===== config.mk =====
export PLATFORM = sky130hd
export DESIGN_NAME = evt_timer
export DESIGN_NICKNAME = d
export VERILOG_FILES = /design/src/rtl/evt_pkg.sv /design/src/rtl/evt_regfile.sv /design/src/rtl/evt_counter.sv /design/src/rtl/evt_irq.sv /design/src/rtl/evt_timer.sv
export SDC_FILE = /design/constraint.sdc
export NUM_CORES = 1
export LEC_CHECK = 0
export BUFFER_PORTS_ARGS = -buffer_cell sky130_fd_sc_hd__clkbuf_2
export CORE_MARGIN = 10
export CORE_UTILIZATION = 35
export DETAILED_ROUTE_END_ITERATION = 10
export PLACE_DENSITY = 0.59
export SETUP_SLACK_MARGIN = 0.05
export SYNTH_ARGS = -nofsm -noshare
export SYNTH_HDL_FRONTEND = slang
export SYNTH_SLANG_ARGS = --single-unit
export TNS_END_PERCENT = 5

===== constraint.sdc =====
create_clock -name clk -period 4.7 [get_ports clk]
set_clock_uncertainty 0.1 [all_clocks]
set_input_delay 0.47 -clock clk [delete_from_list [all_inputs] [get_ports clk]]
set_output_delay 0.47 -clock clk [all_outputs]
set_load 0.05 [all_outputs]

===== src/rtl/evt_pkg.sv =====
// Package: shared register selectors and bit positions for the event timer.
// Assumes a 32-bit register bus and byte addresses decoded on bits [4:2].
package evt_pkg;

    typedef enum logic [2:0] {
        RS_START_LO = 3'd0,
        RS_START_HI = 3'd1,
        RS_COUNT_LO = 3'd2,
        RS_COUNT_HI = 3'd3,
        RS_CONTROL  = 3'd4,
        RS_INTR     = 3'd5,
        RS_SNAP_LO  = 3'd6,
        RS_SNAP_HI  = 3'd7
    } reg_sel_e;

    localparam int CTL_RELOAD_BIT = 0;
    localparam int CTL_ENABLE_BIT = 1;
    localparam int CTL_WIDE_BIT   = 16;

    localparam int INT_ENABLE_BIT = 0;
    localparam int INT_PEND_BIT   = 1;
    localparam int INT_MASKED_BIT = 2;
    localparam int INT_CLEAR_BIT  = 3;

endpackage


===== src/rtl/evt_regfile.sv =====
// Module: evt_regfile
// Holds the start words, control bits, interrupt enable and count snapshot.
// Decodes bus writes into a start pulse and a clear request, and drives the
// combinational read mux. Assumes the count input already reads 0 in its
// upper word when the counter runs at 32 bits.
module evt_regfile
    import evt_pkg::*;
#(
    parameter int WORD_W = 32,
    localparam int CNT_W = 2 * WORD_W
) (
    input  logic              clk,
    input  logic              rst_n,
    input  logic              reg_wr,
    input  logic              reg_rd,
    input  reg_sel_e          reg_sel,
    input  logic [WORD_W-1:0] reg_wdata,
    input  logic [CNT_W-1:0]  cnt_val,
    input  logic              pend,
    input  logic              irq_lvl,
    output logic [WORD_W-1:0] reg_rdata,
    output logic [CNT_W-1:0]  start_val,
    output logic              ctl_reload,
    output logic              ctl_enable,
    output logic              ctl_wide,
    output logic              int_enable,
    output logic              start_pls,
    output logic              start_wide,
    output logic              clr_req
);

    logic [WORD_W-1:0] start_lo_q, start_hi_q;
    logic [CNT_W-1:0]  snap_q;
    logic              wr_ctl, wr_int;

    // Decode: strobes for the control and interrupt registers.
    assign wr_ctl = reg_wr && (reg_sel == RS_CONTROL);
    assign wr_int = reg_wr && (reg_sel == RS_INTR);

    // Start pulse: enable goes from 0 to 1 through a control write.
    assign start_pls  = wr_ctl && reg_wdata[CTL_ENABLE_BIT] && !ctl_enable;
    assign start_wide = reg_wdata[CTL_WIDE_BIT];
    assign clr_req    = wr_int && reg_wdata[INT_CLEAR_BIT];
    assign start_val  = {start_hi_q, start_lo_q};

    // Start words: written from the bus, used only at load or reload.
    always_ff @(posedge clk) begin
        if (!rst_n) begin
            start_lo_q <= '0;
            start_hi_q <= '0;
        end else if (reg_wr) begin
            if (reg_sel == RS_START_LO) start_lo_q <= reg_wdata;
            if (reg_sel == RS_START_HI) start_hi_q <= reg_wdata;
        end
    end

    // Control bits: mode, enable and width.
    always_ff @(posedge clk) begin
        if (!rst_n) begin
            ctl_reload <= 1'b0;
            ctl_enable <= 1'b0;
            ctl_wide   <= 1'b0;
        end else if (wr_ctl) begin
            ctl_reload <= reg_wdata[CTL_RELOAD_BIT];
            ctl_enable <= reg_wdata[CTL_ENABLE_BIT];
            ctl_wide   <= reg_wdata[CTL_WIDE_BIT];
        end
    end

    // Interrupt enable bit.
    always_ff @(posedge clk) begin
        if (!rst_n)      int_enable <= 1'b0;
        else if (wr_int) int_enable <= reg_wdata[INT_ENABLE_BIT];
    end

    // Snapshot: the full count, captured when the low count word is read.
    always_ff @(posedge clk) begin
        if (!rst_n)                              snap_q <= '0;
        else if (reg_rd && reg_sel == RS_COUNT_LO) snap_q <= cnt_val;
    end

    // Read mux: selects the addressed word; unused bits read 0.
    always_comb begin
        reg_rdata = '0;
        unique case (reg_sel)
            RS_START_LO: reg_rdata = start_lo_q;
            RS_START_HI: reg_rdata = start_hi_q;
            RS_COUNT_LO: reg_rdata = cnt_val[WORD_W-1:0];
            RS_COUNT_HI: reg_rdata = cnt_val[CNT_W-1:WORD_W];
            RS_CONTROL: begin
                reg_rdata[CTL_RELOAD_BIT] = ctl_reload;
                reg_rdata[CTL_ENABLE_BIT] = ctl_enable;
                reg_rdata[CTL_WIDE_BIT]   = ctl_wide;
            end
            RS_INTR: begin
                reg_rdata[INT_ENABLE_BIT] = int_enable;
                reg_rdata[INT_PEND_BIT]   = pend;
                reg_rdata[INT_MASKED_BIT] = irq_lvl;
            end
            RS_SNAP_LO:  reg_rdata = snap_q[WORD_W-1:0];
            RS_SNAP_HI:  reg_rdata = snap_q[CNT_W-1:WORD_W];
            default:     reg_rdata = '0;
        endcase
    end

endmodule


===== src/rtl/evt_counter.sv =====
// Module: evt_counter
// The down counter. Loads on a start pulse, steps on each tick while
// enabled, and flags expiry on the step from 1 to 0. In 32-bit mode the
// upper word is forced to 0 so the count and its compare stay 32-bit.
// Assumes tick is a one-cycle pulse synchronous to clk.
module evt_counter #(
    parameter int WORD_W = 32,
    localparam int CNT_W = 2 * WORD_W
) (
    input  logic             clk,
    input  logic             rst_n,
    input  logic             tick,
    input  logic             enable,
    input  logic             reload_mode,
    input  logic             wide,
    input  logic             start_pls,
    input  logic             start_wide,
    input  logic [CNT_W-1:0] start_val,
    output logic [CNT_W-1:0] cnt_val,
    output logic             expire
);

    logic [CNT_W-1:0] cnt_q;
    logic [CNT_W-1:0] reload_val, first_val;
    logic             at_one, step;

    // Width view: mask the upper word whenever the narrow width is selected.
    assign cnt_val    = wide ? cnt_q : {{WORD_W{1'b0}}, cnt_q[WORD_W-1:0]};
    assign reload_val = wide ? start_val : {{WORD_W{1'b0}}, start_val[WORD_W-1:0]};
    assign first_val  = start_wide ? start_val
                                   : {{WORD_W{1'b0}}, start_val[WORD_W-1:0]};

    // Step and expiry qualifiers; a start pulse takes priority over a tick.
    assign at_one = (cnt_val == CNT_W'(1));
    assign step   = enable && tick && !start_pls && (cnt_val != '0);
    assign expire = step && at_one;

    // Count register: load, reload, decrement or hold at the masked value.
    always_ff @(posedge clk) begin
        if (!rst_n)          cnt_q <= '0;
        else if (start_pls)  cnt_q <= first_val;
        else if (expire)     cnt_q <= reload_mode ? reload_val : '0;
        else if (step)       cnt_q <= cnt_val - CNT_W'(1);
        else                 cnt_q <= cnt_val;
    end

endmodule


===== src/rtl/evt_irq.sv =====
// Module: evt_irq
// Pending flag and interrupt level. Expiry sets the flag and a clear
// request resets it; expiry wins if both arrive in one cycle.
module evt_irq (
    input  logic clk,
    input  logic rst_n,
    input  logic expire,
    input  logic clr_req,
    input  logic int_enable,
    output logic pend,
    output logic irq_lvl
);

    // Pending flag with set priority over clear.
    always_ff @(posedge clk) begin
        if (!rst_n)       pend <= 1'b0;
        else if (expire)  pend <= 1'b1;
        else if (clr_req) pend <= 1'b0;
    end

    // Interrupt level gated by the enable bit.
    assign irq_lvl = pend && int_enable;

endmodule


===== src/rtl/evt_timer.sv =====
// Module: evt_timer (top)
// Single-channel programmable event timer on a 32-bit register bus.
// Assumes reg_addr is word-aligned; bits [1:0] are ignored.
module evt_timer
    import evt_pkg::*;
#(
    parameter int WORD_W = 32,
    parameter int ADDR_W = 5
) (
    input  logic              clk,
    input  logic              rst_n,
    input  logic              tick,
    input  logic [ADDR_W-1:0] reg_addr,
    input  logic              reg_wr,
    input  logic              reg_rd,
    input  logic [WORD_W-1:0] reg_wdata,
    output logic [WORD_W-1:0] reg_rdata,
    output logic              irq
);

    localparam int CNT_W = 2 * WORD_W;

    reg_sel_e         reg_sel;
    logic [CNT_W-1:0] cnt_val, start_val;
    logic             ctl_reload, ctl_enable, ctl_wide, int_enable;
    logic             start_pls, start_wide, clr_req, expire, pend;
    logic             unused_addr_lsb;

    // Word select from the byte address.
    assign reg_sel         = reg_sel_e'(reg_addr[4:2]);
    assign unused_addr_lsb = ^{reg_addr[1:0]};

    evt_regfile #(.WORD_W(WORD_W)) u_regs (
        .clk        (clk),
        .rst_n      (rst_n),
        .reg_wr     (reg_wr),
        .reg_rd     (reg_rd),
        .reg_sel    (reg_sel),
        .reg_wdata  (reg_wdata),
        .cnt_val    (cnt_val),
        .pend       (pend),
        .irq_lvl    (irq),
        .reg_rdata  (reg_rdata),
        .start_val  (start_val),
        .ctl_reload (ctl_reload),
        .ctl_enable (ctl_enable),
        .ctl_wide   (ctl_wide),
        .int_enable (int_enable),
        .start_pls  (start_pls),
        .start_wide (start_wide),
        .clr_req    (clr_req)
    );

    evt_counter #(.WORD_W(WORD_W)) u_cnt (
        .clk         (clk),
        .rst_n       (rst_n),
        .tick        (tick),
        .enable      (ctl_enable),
        .reload_mode (ctl_reload),
        .wide        (ctl_wide),
        .start_pls   (start_pls),
        .start_wide  (start_wide),
        .start_val   (start_val),
        .cnt_val     (cnt_val),
        .expire      (expire)
    );

    evt_irq u_irq (
        .clk        (clk),
        .rst_n      (rst_n),
        .expire     (expire),
        .clr_req    (clr_req),
        .int_enable (int_enable),
        .pend       (pend),
        .irq_lvl    (irq)
    );

endmodule


==> results of run 1 <==
report_power, final:
| part | switching [uW] | total [uW] | internal (uW) |
|---|---|---|---|
| Clock | 665 | 1530 | 861 |
| Sequential | 30.2 | 1720 | 1690 |
| Combinational | 402 | 557 | 155 |
worst max-delay path, cell delays in order, from the launching register on:
cell     delay, ps
dfxtp_1        380
nor4_1         800
and4_1         560
and4_1         400
a21oi_2        200
nor2_1        1000
a22oi_1        210
o21ai_1        120
metal layers:
metal  wire length, um  vias to the layer above  GRT usage [%]
li1                  -                     5018              -
met1             19500                     5443           32.1
met2             19700                      556           36.0
met3              3590                       98           4.48
met4              1840                        0           10.4
met5                 0                        -              0
metrics by stage:
| stage | worst slack (ps) | total power, uW | hold slack [ps] | area [sq um] |
|---|---|---|---|---|
| after floorplan | 1430 | 2100 | 328 | 10400 |
| after global placement | 982 | 2290 | 338 | 11100 |
| after detailed placement | 952 | 2290 | 345 | 11100 |
| after CTS | 924 | 3800 | 149 | 11700 |
| after global routing | 655 | 3920 | 152 | 11700 |
| final | 849 | 3800 | 158 | 11700 |
kinds of logic after synthesis:
family,Yosys count,share of synthesized area [%]
AND/OR/NAND/NOR,600,26.1
AO/OA/AOI/OAI,395,25.1
flip-flops,197,37.8
buffers and inverters,134,5.19
multiplexers,32,3.24
XOR/XNOR,25,2.10
adder cells (fa/ha/maj),3,0.360
worst min path at each step:
stage,from,to,cells past startpoint
after floorplan,u_regs.snap_q[43]$_SDFFE_PN0P_,u_regs.snap_q[43]$_SDFFE_PN0P_,2
after global placement,u_regs.snap_q[61]$_SDFFE_PN0P_,u_regs.snap_q[61]$_SDFFE_PN0P_,2
after detailed placement,u_regs.snap_q[59]$_SDFFE_PN0P_,u_regs.snap_q[59]$_SDFFE_PN0P_,2
after CTS,reg_wdata[5],u_regs.start_lo_q[5]$_SDFFE_PN0P_,3
after global routing,reg_wdata[7],u_regs.start_lo_q[7]$_SDFFE_PN0P_,3
final,reg_wdata[8],u_regs.start_hi_q[8]$_SDFFE_PN0P_,3
flip-flops by register name, summed over array words and instances, names as in the netlist:
signal and flops:
u_cnt.cnt_q 64, u_irq.pend 1, u_regs.ctl_enable 1, u_regs.ctl_reload 1, u_regs.ctl_wide 1, u_regs.int_enable 1, u_regs.snap_q 64, u_regs.start_hi_q 32
u_regs.start_lo_q 32
final cells by class:
cell class                 instances  area [sq um]
fill                            3097         17800
multi-input combinational       1055          5950
sequential                       197          3950
timing repair buffer             116           691
tap                              390           488
clock buffer                      22           464
clock inverter                     8           126
inverter                          12          47.5
cell usage in the layout, fill, tap and decap left out, types with 9 or more instances in the layout:
cell	instances
nand4_1	9
a22oi_1	31
nor2_1	68
nand2_1	345
o211ai_1	17
a32oi_1	12
or3_1	15
dfxtp_1	196
mux2_2	14
a222oi_1	11
mux2i_1	18
a22o_1	12
a31oi_1	21
nand3_1	58
nor4_1	18
clkbuf_16	17
inv_1	11
and2_1	10
a221o_1	21
or4_1	16
xor2_1	13
xnor2_1	12
a21oi_1	163
clkbuf_2	72
nor3_1	16
o21ai_0	51
buf_4	44
==> results.sh, run 1 <==
export IMPL_grt_setup_unrepaired="no"
export IMPL_grt_pass1_vias=10262
export IMPL_reg2reg_slack_ps=850
export IMPL_die_y_um=193
export IMPL_synth_most_common_cell="nand2_1"
export IMPL_cts_tree="built"
export IMPL_end_kind="register"
export IMPL_fin_nets=1444
export IMPL_final_cells=1800
export IMPL_fin_crit_ps=3850
export IMPL_drive_gt1_share_pct=13.3
export IMPL_root_buffer="clkbuf_16"
export IMPL_antenna_left=0
export IMPL_rr_worst_depth=7
export IMPL_ys_seq_area_share_pct=37.8
export IMPL_worst_pin_slew_ps=1260
export IMPL_final_util_pct=39.7
export IMPL_r2r_end="u_cnt.cnt_q[20]$_SDFFE_PN0P_"
export IMPL_crit_path_end="u_cnt.cnt_q[20]$_SDFFE_PN0P_"
export IMPL_required_ps=4970
export IMPL_io_pins=75
export IMPL_synth_area_leader_cell="dfxtp_1"
export IMPL_core_sq_mm=0.0295
export IMPL_routedWlPerCell_um=24.8
export IMPL_grt_antenna_before_repair=0
export IMPL_yosys_most_used_dff="dfxtp_1"
export IMPL_drc=0
export IMPL_dp_cells=1770
export IMPL_clk_latency_ps=450
export IMPL_htreeDepth=4
export IMPL_setup_viol=0
export IMPL_vias=11115
export IMPL_yosysWarnings=0
export IMPL_reg2reg_from="u_cnt.cnt_q[10]$_SDFFE_PN0P_"
export IMPL_crit_arrival_ps=4120
export IMPL_ys_seq_elements=197
export IMPL_dp_hpwl_um=32300
export IMPL_path_clk_slew_ps=70
export IMPL_rows=63
export IMPL_syn_area_sq_mm=0.0104
export IMPL_ys_top_cells_by_area="dfxtp_1, nand2_1, a21oi_1"
export IMPL_critical_path_class="reg2reg"
export IMPL_clock_sinks=197
export IMPL_cts_hold_buf=0
export IMPL_grt_pass1_wl_um=66100
export IMPL_cap_violations=0
export IMPL_dieWidth_um=193
export IMPL_n_antenna_cell=0
export IMPL_tns_ps=0
export IMPL_yosysTopAreaCellShare_pct=37.8
export IMPL_ys_top_cells_by_count="nand2_1, dfxtp_1, a21oi_1"
export IMPL_crit_start="u_cnt.cnt_q[10]$_SDFFE_PN0P_"
export IMPL_status="completed"
export IMPL_synth_edf_count=0
export IMPL_ir_drop_mv=0.271
export IMPL_track_usage_pct=23.7
export IMPL_grt_max_degree=66
export IMPL_routabilityCongestion=0.980
export IMPL_min_path_type="in2reg"
export IMPL_hold_viol_final=0
export IMPL_initial_core_util_pct=35.3
export IMPL_ys_types=75
export IMPL_grt_overflow=0
export IMPL_finalCritPeriodShare_pct=81.9
export IMPL_vias_per_cell=6.18
export IMPL_drt_iter0_drc=1448
export IMPL_avgSynthCellArea_sq_um=7.52
export IMPL_finalMaxSlewViolations=0
export IMPL_max_freq_mhz=260
export IMPL_ys_async_sr_fraction_pct=0
export IMPL_max_slew_margin_rel_pct=15.7
export IMPL_dr_pass1_iters=6
export IMPL_power_per_cell_area_mw_per_mm2=324
export IMPL_clockBufferDepth=2
export IMPL_cts_resized=0
export IMPL_syn_nets=1431
export IMPL_die_area_sq_mm=0.0371
export IMPL_portBuffers=72
export IMPL_synth_cells=1386
export IMPL_cp_max_fo=13
export IMPL_cts_setup_buffers=0
export IMPL_area_growth_pct=12.4
export IMPL_wl_um=44700
export IMPL_power_leakage_uw=0.00427
export IMPL_numCtsBuffers=17
export IMPL_startpoint_type="register"
Power figures use the tool's default switching activity.
==> inputs of run 2 (changes only) <==
Settings changed: PLACE_DENSITY 0.59 to 0.61.
Clock period 4.7 ns to 3.15 ns, I/O delays scaled along.
==> run 2 against run 1 <==
  * Combinational power grew 81%
  * Hold slack worse by 150 ps
  * Global-route usage increased by 0.39 points
  * Power up 57%
  * Clock power increased by 58%
  * Sequential share of layout area is 3.8 points lower
  * First-iteration DRC count shrank 2.3%
  * Routed wire length is 1.3% higher
  * Sequential power is 48% higher
  * Register-to-register slack got worse by 670 ps
  * Critical endpoint is now u_cnt.cnt_q[26]$_SDFFE_PN0P_
  * Highest routed layer unchanged
==> results.sh, run 2 (same netlist as run 1, synthesis figures left out) <==
export IMPL_rows=63
export IMPL_rr_worst_depth=8
export IMPL_cp_max_fo=13
export IMPL_layout_commonest_cell="nand2_1"
export IMPL_n_antenna_cell=0
export IMPL_max_slew_margin_rel_pct=43.1
export IMPL_wl_um=45200
export IMPL_hold_viol_final=0
export IMPL_cts_tree="built"
export IMPL_path_clk_slew_ps=80
export IMPL_reg_top3="u_cnt.cnt_q: 64 flops, u_regs.snap_q: 64 flops"
export IMPL_die_area_sq_mm=0.0371
export IMPL_grt_util_met1_pct=32.3
export IMPL_routabilityCongestion=0.959
export IMPL_worstPathCellList="or4_4 > o41ai_2 > and4_2 > o2111ai_2 > nand3_4 > buf_4 > nor2_1 > a221o_1"
export IMPL_crit_arrival_ps=3200
export IMPL_io_pins=75
export IMPL_root_buffer="clkbuf_16"
export IMPL_grt_antenna_before_repair=0
export IMPL_power_per_cell_area_mw_per_mm2=452
export IMPL_status="completed"
export IMPL_track_usage_pct=24.1
export IMPL_cts_setup_buffers=0
export IMPL_drc=0
export IMPL_top_usage_layer="met2"
export IMPL_dr_pass1_iters=8
export IMPL_initial_core_util_pct=35.3
export IMPL_vias=11547
export IMPL_startpoint_type="register"
export IMPL_critical_path_class="reg2reg"
export IMPL_fin_nets=1570
export IMPL_cap_violations=0
export IMPL_power_leakage_uw=0.00503
export IMPL_portBuffers=72
export IMPL_die_y_um=193
export IMPL_grt_overflow=0
export IMPL_finalMaxSlewViolations=0
export IMPL_htreeDepth=4
export IMPL_layout_common_cells="nand2_1, dfxtp_1, a21oi_1"
export IMPL_grtUsageMet2_pct=37.2
export IMPL_min_path_type="in2reg"
export IMPL_grt_pass1_vias=10992
export IMPL_hold_slack_ps=9.92
export IMPL_vias_per_cell=5.99
export IMPL_drt_iter0_drc=1415
export IMPL_clockBufferDepth=2
export IMPL_finalCritPeriodShare_pct=94.3
export IMPL_slowest_stage="or4_4"
export IMPL_grt_use_met3_pct=4.41
export IMPL_tns_ps=0
export IMPL_clock_sinks=197
export IMPL_clk_latency_ps=460
export IMPL_setup_viol=0
export IMPL_max_freq_mhz=337
export IMPL_grt_pass1_wl_um=67800
export IMPL_p_total_uw=5970
export IMPL_final_cells=1927
export IMPL_antenna_left=0
export IMPL_final_area_sq_mm=0.0132
export IMPL_routedWlPerCell_um=23.5
export IMPL_dp_cells=1880
export IMPL_ir_drop_mv=0.397
export IMPL_cp_slowest_stage_delay_ps=580
export IMPL_dpl_instance_area_sq_mm=0.0124
export IMPL_core_sq_mm=0.0295
export IMPL_fin_crit_ps=2970
export IMPL_grt_setup_unrepaired="yes"
export IMPL_dp_hpwl_um=33800
export IMPL_hold_depth=3
export IMPL_numCtsBuffers=17
export IMPL_area_growth_pct=26.7
export IMPL_grt_max_degree=114
export IMPL_required_ps=3380
export IMPL_drive_gt1_share_pct=19.6
export IMPL_dieWidth_um=193
export IMPL_worst_pin_slew_ps=854
export IMPL_end_kind="register"
==> run 2: power breakdown <==
group	leakage, uW	switching (uW)	total [uW]	internal (uW)
clock network	0.000299	1050	2410	1360
registers	0.00159	36.4	2550	2520
logic	0.00315	640	1010	367
total	0.00503	1720	5970	4250
==> run 2: stage by stage <==
step	utilization, %	worst slack (ps)
2_1_floorplan	-	190
6_report	44.8	180
3_5_place_dp	42.1	115
3_3_place_gp	42.1	144
5_1_grt	44.8	48.1
4_1_cts	44.8	75.7
==> run 2: timing repair <==
item	CTS	global route
hold buffers	16	0
setup endpoints to repair	0	10
endpoints found under the hold margin	23	0
gates resized for setup	0	2
==> run 2: layout make-up <==
| class | instances | area, sq um |
|---|---|---|
| fill | 2991 | 16300 |
| tap | 390 | 488 |
| multi-input combinational | 1055 | 5960 |
| clock buffer | 19 | 443 |
| sequential | 197 | 3950 |
| clock inverter | 12 | 189 |
| inverter | 12 | 47.5 |
| timing repair buffer | 242 | 2130 |
==> run 2: path summary, 6_finish.rpt <==
check                                       from                                 end  slack [ps]
hold / removal                     reg_wdata[28]  u_regs.start_hi_q[28]$_SDFFE_PN0P_          10
setup reg to reg      u_cnt.cnt_q[43]$_SDFF_PN0_        u_cnt.cnt_q[26]$_SDFFE_PN0P_         180
setup / recovery      u_cnt.cnt_q[43]$_SDFF_PN0_        u_cnt.cnt_q[26]$_SDFFE_PN0P_         180
hold reg to reg   u_regs.snap_q[59]$_SDFFE_PN0P_      u_regs.snap_q[59]$_SDFFE_PN0P_         350
==> run 2: worst max-delay path: cells and delay by family (launching register included) <==
| family | cells | cell delay [ps] |
|---|---|---|
| and+or+nand+nor | 4 | 1270 |
| buffers and inverters | 1 | 200 |
| AOI/OAI and AO/OA | 3 | 950 |
| DFF | 1 | 320 |
==> run 2: layer usage <==
layer  routed length, um  share of wire [%]
met5                   0                  0
met4                1870                4.1
met1               19500                 43
met3                3810                8.4
met2               20000                 44
==> inputs of run 3 (changes only) <==
Settings changed: CORE_MARGIN 10 to unset, PLACE_DENSITY 0.61 to 0.54.
==> run 3 against run 2 <==
  * Maximum frequency fell by 0.86%
  * Via count fell by 2.0%
  * Power fell by 4.8%
  * Critical path type unchanged
==> results.sh, run 3 (same netlist as run 1, synthesis figures left out) <==
export IMPL_status="completed"
export IMPL_clock_sinks=197
export IMPL_clk_latency_ps=450
export IMPL_portBuffers=72
export IMPL_power_leakage_uw=0.00493
export IMPL_routedWlPerCell_um=23.3
export IMPL_area_growth_pct=24.7
export IMPL_worstPathCellList="or4_1 > o41ai_2 > buf_4 > nand4_2 > o21ai_2 > nor2_1 > a32o_1 > a221o_1"
export IMPL_dieWidth_um=175
export IMPL_fin_nets=1556
export IMPL_reg_top3="u_cnt.cnt_q: 64 flops, u_regs.snap_q: 64 flops"
export IMPL_ir_drop_mv=0.398
export IMPL_grt_pass1_wl_um=67700
export IMPL_drc=0
export IMPL_grt_overflow=0
export IMPL_setup_viol=0
export IMPL_routabilityCongestion=0.975
export IMPL_track_usage_pct=29.6
export IMPL_die_area_sq_mm=0.0305
export IMPL_cp_slowest_stage_delay_ps=630
export IMPL_crit_start="u_cnt.cnt_q[54]$_SDFF_PN0_"
export IMPL_required_ps=3380
export IMPL_slowest_stage="or4_1"
export IMPL_dp_hpwl_um=33100
export IMPL_vias=11317
export IMPL_power_per_cell_area_mw_per_mm2=437
export IMPL_max_slew_margin_rel_pct=46.9
export IMPL_nFillCells=3001
export IMPL_htreeDepth=4
export IMPL_core_sq_mm=0.0290
export IMPL_p_total_uw=5680
export IMPL_die_y_um=175
export IMPL_final_setup_worst_slack_ps=154
export IMPL_finalCritPeriodShare_pct=95.1
export IMPL_cts_tree="built"
export IMPL_critPathTopFamily="compound AO/OA/AOI/OAI gates"
export IMPL_grt_pass1_vias=10751
export IMPL_fin_crit_ps=3000
export IMPL_hold_start="reg_wdata[8]"
export IMPL_cap_violations=0
export IMPL_end_kind="register"
export IMPL_crit_arrival_ps=3230
export IMPL_drt_iter0_drc=1233
export IMPL_initial_core_util_pct=35.9
export IMPL_worst_pin_slew_ps=796
export IMPL_grt_setup_unrepaired="no"
export IMPL_cp_max_fo=6
export IMPL_rows=62
export IMPL_n_antenna_cell=0
export IMPL_path_clk_slew_ps=70
export IMPL_hold_viol_final=0
export IMPL_min_path_type="in2reg"
export IMPL_cp_num_buf_inv=1
export IMPL_tns_ps=0
export IMPL_finalMaxSlewViolations=0
export IMPL_clockBufferDepth=2
export IMPL_io_pins=75
export IMPL_grt_max_degree=129
export IMPL_critical_path_class="reg2reg"
export IMPL_place_ws_ps=-15.8
export IMPL_antenna_left=0
export IMPL_wl_um=44400
export IMPL_vias_per_cell=5.93
export IMPL_layout_commonest_cell="nand2_1"
export IMPL_max_freq_mhz=334
export IMPL_numCtsBuffers=17
export IMPL_grt_antenna_before_repair=0
export IMPL_startpoint_type="register"
export IMPL_layout_common_cells="nand2_1, dfxtp_1, a21oi_1"
export IMPL_dr_pass1_iters=8
export IMPL_reg2reg_from="u_cnt.cnt_q[54]$_SDFF_PN0_"
export IMPL_root_buffer="clkbuf_16"
export IMPL_drive_gt1_share_pct=19.3
-- run 3: cell count changes in the layout (fill, tap and decap cells not counted), moves of 2 or more --
cell / previous run / this run
buf_12: 32 / 29
buf_4: 143 / 136
bufinv_16: 4 / 0
clkinv_4: 0 / 2
dlygate4sd3_1: 16 / 12
inv_6: 4 / 6
inv_8: 1 / 3
-- run 3: layer usage --
layer / wire length [um] / vias to the layer above / GRT usage [%] / part of all wire (%)
li1: - / 5243 / - / -
met1: 19600 / 5493 / 39.8 / 44
met2: 19900 / 495 / 46.4 / 45
met3: 2780 / 86 / 3.83 / 6.2
met4: 2160 / 0 / 15.0 / 4.9
met5: 0 / - / 0 / 0
-- run 3: path summary, 6_finish.rpt --
path | cells past startpoint | slack, ps | end
worst min register to register | 2 | 360 | u_regs.snap_q[61]$_SDFFE_PN0P_
worst min-delay path | 3 | 10 | u_regs.start_lo_q[8]$_SDFFE_PN0P_
worst max-delay path | 8 | 150 | u_cnt.cnt_q[27]$_SDFFE_PN0P_
worst max register to register | 8 | 150 | u_cnt.cnt_q[27]$_SDFFE_PN0P_
-- run 3: area by class of cell --
| type | count | area [sq um] | area share (%) |
|---|---|---|---|
| clock buffer | 17 | 425 | 3.27 |
| clock inverter | 15 | 140 | 1.08 |
| multi-input combinational | 1055 | 5970 | 46.0 |
| timing repair buffer | 228 | 1980 | 15.3 |
| tap | 384 | 480 | 3.70 |
| inverter | 12 | 47.5 | 0.366 |
| sequential | 197 | 3950 | 30.4 |
-- run 3: repair_timing --
item,4_1_cts,5_1_grt
cloned,0,0
hold buffers,12,0
pin swaps,0,2
endpoints found under the hold margin,19,0
setup buffers,0,2
setup endpoints to repair,6,21
resized for setup,2,2
-- run 3: worst register-to-register path, stage by stage, from the launching register on --
cell	delay (ps)
dfxtp_1	310
or4_1	630
o41ai_2	390
buf_4	180
nand4_2	200
o21ai_2	220
nor2_1	80
a32o_1	400
a221o_1	360
-- run 3: per-stage QoR --
stage	hold slack (ps)	instance area [sq um]	utilization, %	std cells
floorplan	328	10400	-	1386
global placement	338	12300	42.3	1862
detailed placement	345	12300	42.3	1862
CTS	0.907	13000	44.6	1906
global route	11.4	13000	44.8	1908
finish	14.4	13000	44.8	1908
-- run 3: where the power goes --
part / switching [uW] / total [uW] / internal, uW
clock network: 1100 / 2150 / 1050
logic: 635 / 977 / 342
registers: 37.4 / 2550 / 2510
